[src/rtl/osd_cmd_parser.sv]
module osd_cmd_parser #(
  parameter int SYNC     = 2,
  parameter int ROW_W    = 4,
  parameter int COL_W    = 5,
  parameter int LAST_COL = 30,
  parameter int LAST_ROW = 15
) (
  input  logic             clk,
  input  logic             rst_n,
  input  logic             ssel_i,
  input  logic             sclk_i,
  input  logic             sdat_i,
  output logic             wr_stb_o,
  output logic [ROW_W-1:0] wr_row_o,
  output logic [COL_W-1:0] wr_col_o,
  output logic             wr_bank_o,
  output logic [7:0]       wr_data_o
);

  typedef enum logic [2:0] {S_IDLE, S_COL, S_DAT, S_NXT, S_STRM} st_t;

  logic [SYNC-1:0] sel_p, sck_p, sd_p;
  logic            sck_d;
  logic [6:0]      sh;
  logic [2:0]      cnt;
  st_t             state;
  logic [ROW_W-1:0] cur_row;
  logic [COL_W-1:0] cur_col;
  logic             cur_bank;

  wire       sel_q     = sel_p[SYNC-1];
  wire       sck_q     = sck_p[SYNC-1];
  wire       sd_q      = sd_p[SYNC-1];
  wire       rise      = sck_q & ~sck_d & ~sel_q;
  wire       byte_done = rise & (cnt == 3'd7);
  wire [7:0] byte_v    = {sh, sd_q};
  wire       in_stream = (state == S_STRM);

  wire last_col = (cur_col == COL_W'(LAST_COL));
  wire last_row = (cur_row == ROW_W'(LAST_ROW));

  always_ff @(posedge clk or negedge rst_n) begin
    if (!rst_n) begin
      sel_p <= '1;
      sck_p <= '0;
      sd_p  <= '0;
      sck_d <= 1'b0;
    end else begin
      sel_p <= {sel_p[SYNC-2:0], ssel_i};
      sck_p <= {sck_p[SYNC-2:0], sclk_i};
      sd_p  <= {sd_p[SYNC-2:0], sdat_i};
      sck_d <= sck_q;
    end
  end

  always_ff @(posedge clk or negedge rst_n) begin
    if (!rst_n) begin
      sh  <= '0;
      cnt <= '0;
    end else if (sel_q) begin
      cnt <= '0;
    end else if (rise) begin
      sh  <= byte_v[6:0];
      cnt <= cnt + 3'd1;
    end
  end

  always_ff @(posedge clk or negedge rst_n) begin
    if (!rst_n) begin
      state     <= S_IDLE;
      cur_row   <= '0;
      cur_col   <= '0;
      cur_bank  <= 1'b0;
      wr_stb_o  <= 1'b0;
      wr_row_o  <= '0;
      wr_col_o  <= '0;
      wr_bank_o <= 1'b0;
      wr_data_o <= '0;
    end else begin
      wr_stb_o <= 1'b0;
      if (sel_q) begin
        state <= S_IDLE;
      end else if (byte_done) begin
        case (state)
          S_IDLE: begin
            if (byte_v[7]) begin
              cur_row  <= byte_v[ROW_W-1:0];
              cur_bank <= byte_v[5];
              state    <= S_COL;
            end
          end
          S_COL, S_NXT: begin
            if (byte_v[7]) begin
              cur_row  <= byte_v[ROW_W-1:0];
              cur_bank <= byte_v[5];
              state    <= S_COL;
            end else begin
              cur_col <= byte_v[COL_W-1:0];
              state   <= byte_v[6] ? S_STRM : S_DAT;
            end
          end
          S_DAT, S_STRM: begin
            wr_stb_o  <= 1'b1;
            wr_row_o  <= cur_row;
            wr_col_o  <= cur_col;
            wr_bank_o <= cur_bank;
            wr_data_o <= byte_v;
            if (state == S_DAT) begin
              state <= S_NXT;
            end else if (last_col) begin
              cur_col <= '0;
              cur_row <= last_row ? '0 : cur_row + ROW_W'(1);
            end else begin
              cur_col <= cur_col + COL_W'(1);
            end
          end
          default: state <= S_IDLE;
        endcase
      end
    end
  end

endmodule

[config.mk]
export PLATFORM = sky130hd
export DESIGN_NAME = osd_cmd_parser
export DESIGN_NICKNAME = d
export VERILOG_FILES = /design/src/rtl/osd_cmd_parser.sv
export SDC_FILE = /design/constraint.sdc
export NUM_CORES = 1
export LEC_CHECK = 0
export ABC_CLOCK_PERIOD_IN_PS = 2400
export BUFFER_PORTS_ARGS = -buffer_cell sky130_fd_sc_hd__clkbuf_2
export CAP_MARGIN = 10
export CORE_UTILIZATION = 32
export CTS_BUF_LIST = sky130_fd_sc_hd__clkbuf_4 sky130_fd_sc_hd__clkbuf_8
export DETAILED_ROUTE_END_ITERATION = 10
export HOLD_SLACK_MARGIN = 0.12
export PLACE_DENSITY = 0.51
export SYNTH_ARGS = -nofsm -noshare
export SYNTH_HDL_FRONTEND = slang
export SYNTH_SLANG_ARGS = --single-unit
[constraint.sdc]
create_clock -name clk -period 2.4 [get_ports clk]
set_input_delay 0.12 -clock clk [delete_from_list [all_inputs] [get_ports clk]]
set_output_delay 0.12 -clock clk [all_outputs]
set_load 0.01 [all_outputs]
; ---- Yosys cells after proc, flatten, opt, wreduce, memory -nomap -nowiden
; Cells that the tools add are included.
[word_totals]
register_bits = 49
latch_bits = 0
ramBits = 0
mem_bits_ro = 0
output_inout_bits = 19
word_cells = 71
memories = 0
[op_classes]
add_sub_neg = 3
multipliers = 0
div_mod_pow = 0
magnitude_cmp = 0
n_eq_ne = 13
shift = 0
n_mux = 21
bitwise_logic = 5
n_reduce_logical = 14
[op_table]
columns = op, n
row1 = two-way mux 3 bit, 8
row2 = two-way mux 4 bit, 4
row3 = two-way mux 5 bit, 3
row4 = case mux 5 bit (2 select lines), 1
row5 = case mux 3 bit (3 select lines), 1
row6 = case mux 4 bit (2 select lines), 1
row7 = nonzero test 2 bit, 4
row8 = "equality test 3 x 2 -> 1 bit, second input constant", 2
row9 = "equality test 3 bit, second input constant", 2
row10 = "inequality test 2 bit, second input constant", 3
row11 = "inequality test 3 bit, second input constant", 2
row12 = AND reduction 3 bit, 2
row13 = AND reduction 6 bit, 1
row14 = "adder 5 x 1 -> 5 bit, second input constant", 1
row15 = "equality test 5 bit, second input constant", 1
row16 = AND reduction 5 bit, 1
row17 = "adder 4 x 1 -> 4 bit, second input constant", 1
row18 = "equality test 4 bit, second input constant", 1
row19 = AND reduction 4 bit, 1
row20 = OR reduction 2 bit, 2
row21 = "adder 3 x 1 -> 3 bit, second input constant", 1
row22 = bitwise AND 1 bit, 3
row23 = "equality test 3 x 1 -> 1 bit, second input constant", 1
row24 = zero test 3 bit, 1
row25 = 5 further kinds, 8

; ---- Logic depth before layout (Yosys ltp)
[logic_depth]
ltp_word = 6
mapped_depth = 7
ltp_nobuf = 6

; ---- Worst setup path after synthesis
; No wires, ideal clock.
[synth_timing]
kind = reg2reg
start = reg cnt[0]
end = reg wr_row_o[2]
setup_time_ns = 0.127
arrival_time_ns = 1.677
t_required_ns = 2.273
slack_ns = 0.595
path_stages_with_launch = 8
cell_sequence = dfrtp_1 > ha_1 > ha_1 > nand4bb_1 > clkbuf_1 > nor2_8 > buf_6 > mux2_1
[synth_between]
elab_chain_len = 3
[synth_lines]
columns = item, line
row1 = from (decl), 25  ; logic [2:0] cnt;
row2 = from (signal assigned), 64  ; cnt <= cnt + 3'd1;
row3 = equality test 3 bit, 35  ; wire byte_done = rise & (cnt == 3'd7);
row4 = bitwise AND 1 bit, 35
row5 = AND reduction 3 bit (no line), --
row6 = to (signal assigned), 104  ; wr_row_o <= cur_row;
row7 = to (decl), 14  ; output logic [ROW_W-1:0] wr_row_o,
; No other way between the ends.
; A chain may end at the register's enable or synchronous reset.

; ---- Worst setup path in the final report
[layout_timing]
start = reg state[2]
end = reg wr_row_o[2]
[layout_between]
elab_chain_len = 3
elab_cells_between_ends = 4
[layout_lines]
columns = item, line
row1 = from (decl), 26  ; st_t state;
row2 = from (signal assigned), 99  ; state <= byte_v[6] ? S_STRM : S_DAT;
row3 = equality test 3 bit / equality test 3 x 2 -> 1 bit (equally long branches), 84  ; case (state)
row4 = OR reduction 2 bit (*), 84
row5 = AND reduction 3 bit (no line) (*), --
; Mark *: on every way between the ends. The rest lies on a longest branch, timed or not.

==> results.sh <==
export IMPL_cts_buffers=5
export IMPL_worst_path_largest_cell_delay_ns=0.54
export IMPL_core_area_um2=6386
export IMPL_syn_num_nets=174
export IMPL_post_cts_buffers=0
export IMPL_criticalPathCategory="reg -> reg"
export IMPL_grt_pass1_wl_mm=6.969
export IMPL_finalCritPeriodShare_pct=85.62
export IMPL_post_place_ws_ns=0.3608
export IMPL_fin_ws_ns=0.3450
export IMPL_hold_violations=0
export IMPL_htree_levels=2
export IMPL_crit_family="simple AND/OR/NAND/NOR gates"
export IMPL_area_growth_pct=15.30
export IMPL_grt_pass1_vias=1387
export IMPL_wl_per_cell_um=14.75
export IMPL_synth_ff_type="dfrtp_1"
export IMPL_gp_routability_congestion=0.7302
export IMPL_relSlewSlack_pct=60.30
export IMPL_synth_distinct_cells=41
export IMPL_drc=0
export IMPL_dr_pass1_iters=5
export IMPL_synth_area_leader_cell="dfrtp_1"
export IMPL_cts_root_buffer="clkbuf_8"
export IMPL_ys_ff_latch=49
export IMPL_n_antenna_cell=0
export IMPL_required_ns=2.58
export IMPL_gr_usage_met1_pct=17.00
export IMPL_drive_gt1_share_pct=29.38
export IMPL_fmax_ghz=0.4866
export IMPL_yosysMostFrequentCell="dfrtp_1"
export IMPL_power_total_mw=1.598
export IMPL_final_max_slew_viol_count=0
export IMPL_grt_max_degree=30
export IMPL_clock_latency_ns=0.30
export IMPL_synth_common_cells="47 x dfrtp_1, 20 x mux2_2, 9 x mux2_1"
export IMPL_busiest_layer="met2"
export IMPL_hold_ws_ns=0.1346
export IMPL_port_buffers=23
export IMPL_p_per_area_nw_per_um2=649.5
export IMPL_synth_edf_count=0
export IMPL_setup_viol=0
export IMPL_fin_util_pct=38.54
export IMPL_fillers=636
export IMPL_arrival_ns=2.24
export IMPL_ys_seq_area_share_pct=57.56
export IMPL_cts_path_max_buffers=2
export IMPL_period_needed_ns=2.055
export IMPL_grt_antenna_before_repair=0
export IMPL_p_leak_nw=1.209
export IMPL_worstPathMaxFanout=19
export IMPL_tightest_slew_ns=0.5916
export IMPL_cts_sinks=49
export IMPL_slowest_stage="or2_0"
export IMPL_ys_warn_count=0
export IMPL_synthesis_area_um2=2135
export IMPL_holdBufCountCts=4
export IMPL_grt_util_met2_pct=19.36
export IMPL_nets=203
export IMPL_num_rows=29
export IMPL_synth_area_per_cell_um2=13.02
export IMPL_synth_area_leaders="dfrtp_1 55%, mux2_2 11%, mux2_1 4.7%, ha_1 2.9%, dfstp_2 2.5%"
export IMPL_synth_top_area_share_pct=55.10
export IMPL_drt_iter0_markers=53
export IMPL_skew_ns=0.007712
export IMPL_die_h_um=83.67
export IMPL_grt_util_all_layers_pct=12.44
export IMPL_critPathBufInv=0
export IMPL_grtUsageMet3_pct=3.066
export IMPL_clkSlewWorstSetupHoldPaths_ns=0.10
export IMPL_viasPerCell=5.107
export IMPL_grt_overflow_total=0
export IMPL_fp_dieW_um=83.67
export IMPL_vdd_ir_drop_worst_uv=317.6
export IMPL_drt_total_wl_mm=3.997
export IMPL_dieArea_um2=7001
export IMPL_async_flop_share_pct=100.0
export IMPL_start_util_pct=33.42
export IMPL_postSynthCellCount=164
export IMPL_cp_start_kind="register"
export IMPL_status="finished, final reports clean"
export IMPL_ant_nets=0
export IMPL_ios=24
export IMPL_num_vias=1384
export IMPL_hold_path_class="in -> async"
export IMPL_max_cap_violations=0
export IMPL_grt_setup_unrepaired="false"
export IMPL_cts_tree="yes"
export IMPL_tns_ns=0
export IMPL_cts_resized_gates=0
export IMPL_end_kind="register"
export IMPL_dpl_hpwl_mm=2.890
export IMPL_crit_chain="xnor2_2 -> or2_0 -> nor2_8 -> mux2_1"
## flip-flops by register name, summed over array words and instances (netlist names)
name and cells:
wr_row_o 4, sd_p 2, cnt 3, wr_data_o 8, sck_d 1, wr_col_o 5
sck_p 2, state 3, cur_bank 1, sel_p 2, sh 7, cur_row 4
cur_col 5, wr_bank_o 1, wr_stb_o 1
## worst register-to-register path, cell delays in order, from the launching register on
cell	delay [ns]
dfrtp_1	0.48
xnor2_2	0.39
or2_0	0.54
nor2_8	0.17
mux2_1	0.36
## cell usage in the layout (no fill, tap or decap), drive strengths merged, types with 2 or more instances in the layout
cell type	netlist	layout
o22ai	2	2
dfstp	2	2
mux2i	3	3
nor3	4	4
inv	5	6
dlygate4sd3	0	4
nor2	9	9
mux2	29	29
nand3	3	3
ha	5	5
nand2b	4	4
nand2	4	4
a21oi	6	6
a22o	3	3
o21ai	9	9
nor4	2	2
dfrtp	47	47
clkbuf	3	29
nand4b	2	2
nor3b	2	2
buf	4	2
## worst paths after layout
path | from | endpoint | slack (ns) | cells past startpoint
setup / recovery | state[2] | wr_row_o[2] | 0.35 | 4
hold / removal | rst_n | state[0] | 0.13 | 2
setup reg to reg | state[2] | wr_row_o[2] | 0.35 | 4
hold reg to reg | sck_p[0] | sck_p[1] | 0.36 | 0
max in group asynchronous | rst_n | sel_p[1] | 1.68 | 3
min in group clk | sck_p[0] | sck_p[1] | 0.36 | 0
## logic make-up (layout without fill, tap and decap cells)
logic type / count (synthesis) / after routing / synth area share, %
DFF: 49 / 49 / 57.56
buffers and inverters: 12 / 42 / 2.755
and+or+nand+nor: 36 / 36 / 10.43
AOI/OAI and AO/OA: 28 / 28 / 8.442
adders and majority gates: 5 / 5 / 2.931
xor gates and xnor gates: 2 / 2 / 1.173
muxes: 32 / 32 / 16.71
## through the flow
stage	area, um^2	cells
after detailed placement	2321	259
after CTS	2461	271
final	2461	271
after floorplan	2135	164
after global placement	2321	259
after global routing	2461	271
## per-layer routing
metal  vias to the layer above  share of wire, %  routed length (um)
li1                        655                 -                   -
met1                       695                48                1931
met2                        30                46                1852
met3                         4               4.2                 166
met4                         0               1.2                  46
met5                         -                 0                   0
## cell type report
class                      instances  area (um^2)  area share, %
sequential                        49         1229          49.92
tap                               77        96.34          3.915
inverter                           5        18.77         0.7626
clock buffer                       6        82.58          3.355
timing repair buffer              29        170.2          6.914
multi-input combinational        103        847.1          34.42
clock inverter                     2        17.52         0.7117
## power by group
| group | switching, mW | internal [mW] |
|---|---|---|
| logic | 0.0584 | 0.0715 |
| registers | 0.0663 | 0.880 |
| clock network | 0.283 | 0.240 |
(Power assumes the default switching activity.)
